[config.mk]
export PLATFORM = sky130hd
export DESIGN_NAME = challenge_sampler
export DESIGN_NICKNAME = d
export VERILOG_FILES = /design/src/rtl/csamp_pkg.sv /design/src/rtl/csamp_byte_unpack.sv /design/src/rtl/csamp_pos_shift.sv /design/src/rtl/csamp_coef_lookup.sv /design/src/rtl/challenge_sampler.sv
export SDC_FILE = /design/constraint.sdc
export NUM_CORES = 1
export LEC_CHECK = 0
export ABC_CLOCK_PERIOD_IN_PS = 3990
export CAP_MARGIN = 20
export CORE_UTILIZATION = 60
export DETAILED_ROUTE_END_ITERATION = 10
export PLACE_DENSITY = 0.73
export REMOVE_ABC_BUFFERS = 1
export SLEW_MARGIN = 20
export SYNTH_ARGS = -nofsm -noshare
export SYNTH_HDL_FRONTEND = slang
export SYNTH_SLANG_ARGS = --single-unit
[constraint.sdc]
create_clock -name clk -period 3.99 [get_ports clk]
set_clock_uncertainty 0.05 [all_clocks]
set_input_delay 0.5985 -clock clk [delete_from_list [all_inputs] [get_ports clk]]
set_output_delay 0.5985 -clock clk [all_outputs]
set_load 0.03 [all_outputs]
[src/rtl/csamp_pkg.sv]
package csamp_pkg;

    localparam int SAMP_W = 8;
    localparam int NCOEF  = 256;

    typedef enum logic [2:0] {
        ST_IDLE,
        ST_SIGNS,
        ST_FETCH,
        ST_ROTATE,
        ST_PUSH,
        ST_WRITE
    } csamp_state_e;

    // one placed nonzero coefficient: position and sign (1 = negative)
    typedef struct packed {
        logic [SAMP_W-1:0] ofs;
        logic              neg;
    } pos_entry_t;

endpackage

[src/rtl/csamp_byte_unpack.sv]
module csamp_byte_unpack #(
    parameter int WORD_W = 32,
    parameter int SAMP_W = 8
) (
    input  logic              clk,
    input  logic              rst_n,
    input  logic              clr,
    input  logic              en,
    input  logic              word_valid,
    output logic              word_ready,
    input  logic [WORD_W-1:0] word_data,
    output logic              samp_valid,
    output logic [SAMP_W-1:0] samp_data,
    input  logic              samp_take
);
    localparam int LANES = WORD_W / SAMP_W;
    localparam int CNT_W = $clog2(LANES + 1);

    typedef struct packed {
        logic [WORD_W-1:0] data;
        logic [CNT_W-1:0]  cnt;
    } unpack_t;

    unpack_t st_d, st_q;

    assign word_ready = en && (st_q.cnt == '0);
    assign samp_valid = (st_q.cnt != '0);
    assign samp_data  = st_q.data[SAMP_W-1:0];

    always_comb begin
        st_d = st_q;
        if (clr) begin
            st_d.cnt = '0;
        end else if (word_valid && word_ready) begin
            st_d.data = word_data;
            st_d.cnt  = CNT_W'(LANES);
        end else if (samp_take && samp_valid) begin
            st_d.data = st_q.data >> SAMP_W;
            st_d.cnt  = st_q.cnt - CNT_W'(1);
        end
    end

    always_ff @(posedge clk or negedge rst_n) begin
        if (!rst_n) st_q <= '0;
        else        st_q <= st_d;
    end

    // the lowest byte of an accepted word is offered first
    assert_low_byte_first_R2: assert property (@(posedge clk) disable iff (!rst_n)
        (word_valid && word_ready && !clr) |=> (samp_valid && samp_data == $past(word_data[SAMP_W-1:0])));

endmodule

[src/rtl/csamp_pos_shift.sv]
module csamp_pos_shift
    import csamp_pkg::*;
#(
    parameter int TAU   = 39,
    parameter int DEP_W = $clog2(TAU + 1)
) (
    input  logic                     clk,
    input  logic                     rst_n,
    input  logic                     clr,
    input  logic                     rot,
    input  logic                     push,
    input  logic [SAMP_W-1:0]        cmp_ofs,
    input  logic [SAMP_W-1:0]        repl_ofs,
    input  logic                     push_neg,
    output pos_entry_t [TAU-1:0]     ent,
    output logic [DEP_W-1:0]         depth
);
    typedef struct packed {
        pos_entry_t [TAU-1:0] ent;
        logic [DEP_W-1:0]     depth;
    } shift_t;

    shift_t     st_d, st_q;
    pos_entry_t head;

    assign ent   = st_q.ent;
    assign depth = st_q.depth;

    always_comb begin
        st_d = st_q;
        head = st_q.ent[0];
        if (head.ofs == cmp_ofs) head.ofs = repl_ofs;
        if (clr) begin
            st_d.depth = '0;
        end else if (rot) begin
            for (int k = 0; k < TAU; k++) begin
                if (k + 1 < int'(st_q.depth))       st_d.ent[k] = st_q.ent[k+1];
                else if (k + 1 == int'(st_q.depth)) st_d.ent[k] = head;
            end
        end else if (push) begin
            for (int k = 0; k < TAU; k++) begin
                if (k == int'(st_q.depth)) st_d.ent[k] = '{ofs: cmp_ofs, neg: push_neg};
            end
            st_d.depth = st_q.depth + DEP_W'(1);
        end
    end

    always_ff @(posedge clk or negedge rst_n) begin
        if (!rst_n) st_q <= '0;
        else        st_q <= st_d;
    end

    assert_depth_bound_R6: assert property (@(posedge clk) disable iff (!rst_n)
        (push && !clr) |-> (st_q.depth < DEP_W'(TAU)));

    assert_rotate_keeps_depth_R4: assert property (@(posedge clk) disable iff (!rst_n)
        (rot && !clr) |=> (st_q.depth == $past(st_q.depth)));

    assert_rotate_nonempty_R4: assert property (@(posedge clk) disable iff (!rst_n)
        rot |-> (st_q.depth != '0));

endmodule

[src/rtl/csamp_coef_lookup.sv]
module csamp_coef_lookup
    import csamp_pkg::*;
#(
    parameter int          TAU    = 39,
    parameter int          DEP_W  = $clog2(TAU + 1),
    parameter int          COEF_W = 23,
    parameter logic [COEF_W-1:0] Q = 23'd8380417
) (
    input  pos_entry_t [TAU-1:0] ent,
    input  logic [DEP_W-1:0]     depth,
    input  logic [SAMP_W-1:0]    addr,
    output logic [TAU-1:0]       match,
    output logic [COEF_W-1:0]    coef
);
    logic [TAU-1:0] neg_vec;

    for (genvar k = 0; k < TAU; k++) begin : g_cmp
        assign match[k]   = (DEP_W'(k) < depth) && (ent[k].ofs == addr);
        assign neg_vec[k] = ent[k].neg;
    end

    always_comb begin
        if (match == '0)            coef = '0;
        else if (|(match & neg_vec)) coef = Q - COEF_W'(1);
        else                        coef = COEF_W'(1);
    end

endmodule

[src/rtl/challenge_sampler.sv]
module challenge_sampler
    import csamp_pkg::*;
#(
    parameter int          TAU    = 39,
    parameter int          WORD_W = 32,
    parameter int          COEF_W = 23,
    parameter logic [COEF_W-1:0] Q = 23'd8380417
) (
    input  logic              clk,
    input  logic              rst_n,
    input  logic              start,
    output logic              done,
    input  logic              word_valid,
    output logic              word_ready,
    input  logic [WORD_W-1:0] word_data,
    output logic              mem_we,
    output logic [7:0]        mem_addr,
    output logic [COEF_W-1:0] mem_data
);
    localparam int DEP_W   = $clog2(TAU + 1);
    localparam int SIGN_W  = 64;
    localparam int SBYTES  = SIGN_W / SAMP_W;
    localparam int SCNT_W  = $clog2(SBYTES);
    localparam logic [SAMP_W-1:0] THR0 = SAMP_W'(NCOEF - TAU);
    localparam logic [SAMP_W-1:0] THR_LAST = SAMP_W'(NCOEF - 1);

    typedef struct packed {
        csamp_state_e       st;
        logic [SAMP_W-1:0]  thr;
        logic [SAMP_W-1:0]  j;
        logic [SIGN_W-1:0]  signs;
        logic [SCNT_W-1:0]  scnt;
        logic [DEP_W-1:0]   rcnt;
        logic [7:0]         addr;
        logic               done;
    } ctl_t;

    ctl_t ctl_d, ctl_q;

    logic                 clr, en, take, rot, push;
    logic                 samp_valid;
    logic [SAMP_W-1:0]    samp_data;
    pos_entry_t [TAU-1:0] ent;
    logic [DEP_W-1:0]     depth;
    logic [TAU-1:0]       match;

    csamp_byte_unpack #(.WORD_W(WORD_W), .SAMP_W(SAMP_W)) u_unpack (
        .clk        (clk),
        .rst_n      (rst_n),
        .clr        (clr),
        .en         (en),
        .word_valid (word_valid),
        .word_ready (word_ready),
        .word_data  (word_data),
        .samp_valid (samp_valid),
        .samp_data  (samp_data),
        .samp_take  (take)
    );

    csamp_pos_shift #(.TAU(TAU), .DEP_W(DEP_W)) u_pos (
        .clk      (clk),
        .rst_n    (rst_n),
        .clr      (clr),
        .rot      (rot),
        .push     (push),
        .cmp_ofs  (ctl_q.j),
        .repl_ofs (ctl_q.thr),
        .push_neg (ctl_q.signs[0]),
        .ent      (ent),
        .depth    (depth)
    );

    csamp_coef_lookup #(.TAU(TAU), .DEP_W(DEP_W), .COEF_W(COEF_W), .Q(Q)) u_look (
        .ent   (ent),
        .depth (depth),
        .addr  (ctl_q.addr),
        .match (match),
        .coef  (mem_data)
    );

    assign en       = (ctl_q.st == ST_SIGNS) || (ctl_q.st == ST_FETCH);
    assign mem_we   = (ctl_q.st == ST_WRITE);
    assign mem_addr = ctl_q.addr;
    assign done     = ctl_q.done;

    always_comb begin
        ctl_d      = ctl_q;
        ctl_d.done = 1'b0;
        clr  = 1'b0;
        take = 1'b0;
        rot  = 1'b0;
        push = 1'b0;
        unique case (ctl_q.st)
            ST_IDLE: begin
                if (start) begin
                    clr        = 1'b1;
                    ctl_d.st   = ST_SIGNS;
                    ctl_d.scnt = '0;
                end
            end
            ST_SIGNS: begin
                if (samp_valid) begin
                    take        = 1'b1;
                    ctl_d.signs = {samp_data, ctl_q.signs[SIGN_W-1:SAMP_W]};
                    ctl_d.scnt  = ctl_q.scnt + SCNT_W'(1);
                    if (ctl_q.scnt == SCNT_W'(SBYTES - 1)) begin
                        ctl_d.st  = ST_FETCH;
                        ctl_d.thr = THR0;
                    end
                end
            end
            ST_FETCH: begin
                if (samp_valid) begin
                    take = 1'b1;
                    if (samp_data <= ctl_q.thr) begin
                        ctl_d.j    = samp_data;
                        ctl_d.rcnt = '0;
                        ctl_d.st   = (depth == '0) ? ST_PUSH : ST_ROTATE;
                    end
                end
            end
            ST_ROTATE: begin
                rot        = 1'b1;
                ctl_d.rcnt = ctl_q.rcnt + DEP_W'(1);
                if (ctl_q.rcnt == depth - DEP_W'(1)) ctl_d.st = ST_PUSH;
            end
            ST_PUSH: begin
                push        = 1'b1;
                ctl_d.signs = ctl_q.signs >> 1;
                if (ctl_q.thr == THR_LAST) begin
                    ctl_d.st   = ST_WRITE;
                    ctl_d.addr = '0;
                end else begin
                    ctl_d.thr = ctl_q.thr + SAMP_W'(1);
                    ctl_d.st  = ST_FETCH;
                end
            end
            ST_WRITE: begin
                ctl_d.addr = ctl_q.addr + 8'd1;
                if (ctl_q.addr == 8'hFF) begin
                    ctl_d.st   = ST_IDLE;
                    ctl_d.done = 1'b1;
                end
            end
            default: ctl_d.st = ST_IDLE;
        endcase
    end

    always_ff @(posedge clk or negedge rst_n) begin
        if (!rst_n) begin
            ctl_q    <= '0;
            ctl_q.st <= ST_IDLE;
        end else begin
            ctl_q <= ctl_d;
        end
    end

    assert_write_order_R5: assert property (@(posedge clk) disable iff (!rst_n)
        (mem_we && $past(mem_we)) |-> (mem_addr == $past(mem_addr) + 8'd1));

    assert_coef_range_R5: assert property (@(posedge clk) disable iff (!rst_n)
        mem_we |-> (mem_data == '0 || mem_data == COEF_W'(1) || mem_data == Q - COEF_W'(1)));

    assert_unique_offset_R4: assert property (@(posedge clk) disable iff (!rst_n)
        mem_we |-> $onehot0(match));

    assert_done_after_last_R6: assert property (@(posedge clk) disable iff (!rst_n)
        done |-> ($past(mem_we) && $past(mem_addr) == 8'hFF));

    assert_tau_placed_R6: assert property (@(posedge clk) disable iff (!rst_n)
        done |-> (depth == DEP_W'(TAU)));

    assert_idle_not_ready_R7: assert property (@(posedge clk) disable iff (!rst_n)
        (ctl_q.st == ST_IDLE) |-> !word_ready);

endmodule

# --- Yosys cells after proc, flatten, opt, wreduce, memory -nomap -nowiden ---
# Index checks and enable logic that the tools add are counted.
op_classes:
  n_addsub: 7
  order_cmp: 79
  n_eq_ne: 138
  muxes: 156
  bitwise_logic: 2
  reduce_logical: 147
ops:
  columns: ["op", "count"]
  rows:
  - ["9-bit two-way mux", 117]
  - ["357-bit two-way mux", 1]
  - ["351-bit two-way mux", 1]
  - ["8-bit == test", 40]
  - ["5-bit by 6-bit < comparator with 1-bit output (first input constant)", 32]
  - ["4-bit AND reduction", 41]
  - ["6-bit == test (first input constant)", 24]
  - ["64-bit case mux with 2 select lines", 1]
  - ["3-bit by 1-bit != test with 1-bit output (second input constant)", 39]
  - ["4-bit by 6-bit < comparator with 1-bit output (first input constant)", 16]
  - ["2-bit nonzero test", 46]
  - ["6-bit < comparator (first input constant)", 15]
  - ["35-bit two-way mux", 2]
  - ["67-bit two-way mux", 1]
  - ["5-bit by 6-bit == test with 1-bit output (first input constant)", 8]
  - ["3-bit by 6-bit < comparator with 1-bit output (first input constant)", 8]
  - ["23-bit two-way mux", 2]
  - ["1-bit logical AND", 42]
  - ["39-bit AND", 1]
  - ["39-bit logical NOT", 1]
  - ["39-bit OR reduction", 1]
  - ["8-bit case mux with 2 select lines", 2]
  - ["3-bit two-way mux", 9]
  - ["4-bit by 6-bit == test with 1-bit output (first input constant)", 4]
  - ["33 further kinds", 75]
word_totals:
  register_bits: 493
  elab_cells: 618

# --- Depth between registers and ports, before layout ---
logic_depth:
  depth_word: 7
  ltp_mapped: 12
  ltp_nobuf: 9

# --- By module ---
# Synthesis repeated with hierarchy kept, for this count alone.
unflattened:
  cells_unflattened: 3691
  area_unflattened_um2: 33365.8
by_module_without_submodules:
  columns: ["module", "n_inst", "cells_each", "area_each_um2", "seq_area_each_um2"]
  rows:
  - ["csamp_pos_shift", 1, 2374, 21459.3, 8933.6]
  - ["challenge_sampler", 1, 545, 5385.2, 2527.4]
  - ["csamp_coef_lookup", 1, 628, 4748.3, 0.0]
  - ["csamp_byte_unpack", 1, 144, 1773.0, 875.8]

# --- Worst setup path before layout ---
# OpenSTA, ideal clock, no wires.
synth_path:
  kind: "reg2out"
  startpoint: "register u_pos.st_q (netlist bit u_pos.depth[0])"
  endpoint: "output port mem_data[0]"
  arrival_time_ps: 3330
  t_required_ps: 3342
  path_slack_ps: 12
  path_stages_with_launch: 12
  path_buffers: 2
  path_cell_list: "dfrtp_1 -> clkbuf_1 -> inv_1 -> ha_1 -> buf_2 -> nand2b_1 -> a21oi_2 -> or4_1 -> nor3_1 -> a2111oi_0 -> nand4_1 -> a31oi_1"
synth_via:
  elab_chain_len: 6
  word_cells_on_any_way: 83
synth_lines:
  columns: ["item", "line_no", "rtl"]
  rows:
  - ["start: declaration", "csamp_pos_shift.sv:23", "shift_t st_d, st_q;"]
  - ["start signal: assignment", "csamp_pos_shift.sv:50", "else st_q <= st_d;"]
  - ["1-bit by 6-bit < comparator with 1-bit output, or another cell as far along", "csamp_coef_lookup.sv:18", "assign match[k] = (DEP_W'(k) < depth) && (ent[k].ofs == addr);"]
  - ["1-bit logical AND", "csamp_coef_lookup.sv:18", null]
  - ["39-bit AND", "csamp_coef_lookup.sv:24", "else if (|(match & neg_vec)) coef = Q - COEF_W'(1);"]
  - ["39-bit OR reduction", "csamp_coef_lookup.sv:24", null]
  - ["23-bit two-way mux", "csamp_coef_lookup.sv:24", null]
  - ["23-bit two-way mux *", "csamp_coef_lookup.sv:23", "if (match == '0) coef = '0;"]
  - ["end: declaration", "challenge_sampler.sv:18", "output logic [COEF_W-1:0] mem_data"]
# Mark *: on every way between the ends. The rest lies on a longest branch, timed or not.

# --- Worst setup path after layout ---
layout_path:
  startpoint: "register u_pos.st_q (netlist bit u_pos.depth[4])"
  endpoint: "output port mem_data[0]"
# Same word-level chain as after synthesis.

==> results.sh <==
export IMPL_status="complete, but fails checks"
export IMPL_violations="negative setup slack"
export IMPL_avgSynthCellArea_um2=8.597
export IMPL_synth_top_area_cell="dfrtp_1"
export IMPL_die_w_um=226.4
export IMPL_vdd_ir_drop_worst_mv=0.5799
export IMPL_crit_arrival_ns=3.40
export IMPL_port_buffers=57
export IMPL_p_sw_share_pct=42.78
export IMPL_pwr_share_comb_pct=41.5
export IMPL_placed_area_mm2=0.03201
export IMPL_cts_hold_buffers_added=0
export IMPL_criticalPathCategory="flip-flop to output pin"
export IMPL_crit_required_ns=3.34
export IMPL_slew_limit_headroom_pct=27.06
export IMPL_synth_area_mm2=0.03021
export IMPL_grt_util_all_layers_pct=43.38
export IMPL_synth_edff_count=0
export IMPL_drive_gt1_share_pct=13.10
export IMPL_grt_busiest_layer="met2"
export IMPL_worstPathMaxFanout=19
export IMPL_grt_start_max_net_pins=136
export IMPL_power_leakage_nw=16.04
export IMPL_hold_path_class="primary input to async pin"
export IMPL_seqPwrFrac_pct=33.5
export IMPL_fin_ws_ns=-0.05770
export IMPL_drc=0
export IMPL_synth_cells=3514
export IMPL_power_internal_mw=12.22
export IMPL_met2_usage_pct=66.28
export IMPL_rr_endpoint="u_pos.ent[287]"
export IMPL_ioPinCount=70
export IMPL_gr_usage_met3_pct=9.991
export IMPL_nets=3560
export IMPL_initial_core_util_pct=61.33
export IMPL_crit_end="mem_data[0]"
export IMPL_hold_viol=0
export IMPL_worstMarginPinSlew_ns=1.087
export IMPL_synth_ff_type="dfrtp_1"
export IMPL_cts_sinks=493
export IMPL_r2r_slack_ns=0.85
export IMPL_r2r_cells=9
export IMPL_drt_total_wl_um=110500
export IMPL_clkPwrFrac_pct=25.0
export IMPL_ant_nets=0
export IMPL_syn2layout_area_growth_pct=13.61
export IMPL_grt_use_met1_pct=57.56
export IMPL_dpl_worst_slack_ns=0.02346
export IMPL_yosysWarningCount=0
export IMPL_wire_per_inst_um=26.27
export IMPL_worstSetupStartpoint="u_pos.depth[4]"
export IMPL_grt_overflow_total=0
export IMPL_dp_hpwl_um=74260
export IMPL_synth_commonest_cells="493 x dfrtp_1, 474 x nand2_1, 358 x nor2_1"
export IMPL_design_area_mm2=0.03432
export IMPL_core_mm2=0.04925
export IMPL_drt_iter0_drc=3955
export IMPL_reg2reg_from="u_pos.ent[1]"
export IMPL_grt_setup_unrepaired="true"
export IMPL_num_vias=28420
export IMPL_insertion_delay_ns=0.63
export IMPL_synth_seq_area_share_pct=40.84
export IMPL_fin_util_pct=69.68
export IMPL_cts_root_buf="clkbuf_16"
export IMPL_antenna_found_initial=3
export IMPL_grt_pass1_wl_um=167200
export IMPL_tns_ns=-0.05770
export IMPL_maxSlewViolCount=0
export IMPL_crit_path_start_kind="flip-flop"
export IMPL_min_period_ns=4.048
export IMPL_clock_fmax_mhz=247.1
export IMPL_setup_violations=1
export IMPL_cp_end_kind="output pin"
export IMPL_switchingPower_mw=9.138
export IMPL_fin_crit_sh_pct=101.4
export IMPL_numCtsBuffers=54
export IMPL_synth_area_top_cells="dfrtp_1 41%, nand2_1 5.9%, o211ai_1 5.8%"
export IMPL_htreeDepth=2
export IMPL_firstDrtPassIters=8
export IMPL_yosysMostFrequentCell="dfrtp_1"
export IMPL_yosys_area_top_type_share_pct=40.84
export IMPL_cap_violations=0
export IMPL_synthArstFlopShare_pct=100.0
export IMPL_cts_clk_slew_worst_paths_ns=0.06
export IMPL_cts_buffer_depth=3
export IMPL_rows=81
export IMPL_gp_congestion=1.059
export IMPL_power_density_mw_per_mm2=622.3
export IMPL_dieArea_mm2=0.05125
export IMPL_grt_pass1_vias=27010
export IMPL_cts_tree="yes"
export IMPL_via_per_inst=6.755
export IMPL_die_y_um=226.4
export IMPL_yosys_cell_types_count=82
export IMPL_ys_ff_latch=493
-- worst min path at each step --
stage	startpoint	end	slack (ns)	cells past startpoint
after global routing	rst_n	u_pos.ent[228]	0.08	1
after CTS	rst_n	u_pos.ent[229]	0.09	1
after floorplan	rst_n	ctl_q[100]	0.25	0
after global placement	u_unpack.st_q[26]	u_unpack.st_q[18]	0.40	2
final	rst_n	u_pos.ent[229]	0.04	1
after detailed placement	ctl_q[22]	ctl_q[21]	0.42	2
-- critical path, cell delays in order, from the launching register on --
cell       delay, ns
dfrtp_2         0.49
buf_4           0.17
or2_2           0.30
buf_12          0.17
a21oi_4         0.15
nand2b_1        0.17
o32ai_2         0.10
buf_4           0.17
a2111oi_4       0.27
nand4_1         0.18
buf_6           0.19
a31oi_4         0.23
buf_12          0.16
-- repair_timing --
| item | 4_1_cts | 5_1_grt |
|---|---|---|
| hold endpoints to repair | 0 | 0 |
| gates cloned | 0 | 1 |
| pin swaps | 5 | 9 |
| setup endpoints to repair | 11 | 11 |
| resized for setup | 58 | 52 |
| buffers inserted | 9 | 6 |
-- per-layer routing --
| metal | part of all wire (%) | vias to the layer above |
|---|---|---|
| li1 | - | 12450 |
| met1 | 39 | 13690 |
| met2 | 44 | 1877 |
| met3 | 11 | 404 |
| met4 | 5.5 | 6 |
| met5 | 0.036 | - |
-- layout make-up --
class                      count  area [um^2]
clock buffer                  73         1554
timing repair buffer         268         2505
tap                          664        830.8
antenna                        1        2.502
fill                        3872        14930
inverter                      74        277.8
sequential                   493        12360
multi-input combinational   2613        16480
clock inverter                21        311.5
-- cell usage in the layout, fill, tap and decap left out, drive strengths merged, types with 35 or more instances in the layout --
cell	Yosys	final
xor2	199	199
buf	165	218
mux2	42	42
nor2	363	363
clkdlybuf4s50	0	45
nand3	35	35
a211oi	59	59
nand4	51	51
dfrtp	493	493
a21oi	161	161
inv	74	74
mux2i	96	96
nand2	474	474
clkbuf	180	73
xnor2	132	132
nor4	49	49
o211ai	234	234
nor3	67	67
a31oi	251	251
o21ai	158	158
-- sequential cells by signal, indices dropped and copies added, names as in the netlist --
register and count:
u_pos.ent 351, u_pos.depth 6, u_unpack.st_q 27, done 1
mem_addr 8, ctl_q 92, u_unpack.samp_data 8
-- logic make-up after synthesis --
| logic type | share of synthesized area, % |
|---|---|
| mux | 4.746 |
| fa+ha+maj | 0.8283 |
| simple gates | 15.95 |
| buf+inv | 6.312 |
| xor+xnor | 9.596 |
| compound gates | 21.72 |
| flops | 40.84 |
| other cells | 0.01241 |
-- power by group through the flow --
stage | combinational [mW] | clock [mW] | sequential (mW)
after floorplan | 4.61 | 0 | 6.80
after global placement | 8.17 | 0 | 7.13
after detailed placement | 8.41 | 0 | 7.17
after CTS | 8.49 | 5.37 | 7.10
after global routing | 9.42 | 5.54 | 7.23
final | 8.87 | 5.35 | 7.15
-- per-stage QoR --
stage	hold WS (ns)	power, mW	instances
after CTS	0.09129	20.96	4199
after global placement	0.4031	15.30	4096
after floorplan	0.2529	11.41	3180
after detailed placement	0.4169	15.58	4096
final	0.04142	21.36	4207
after global routing	0.08235	22.19	4206
(Power assumes the default switching activity.)
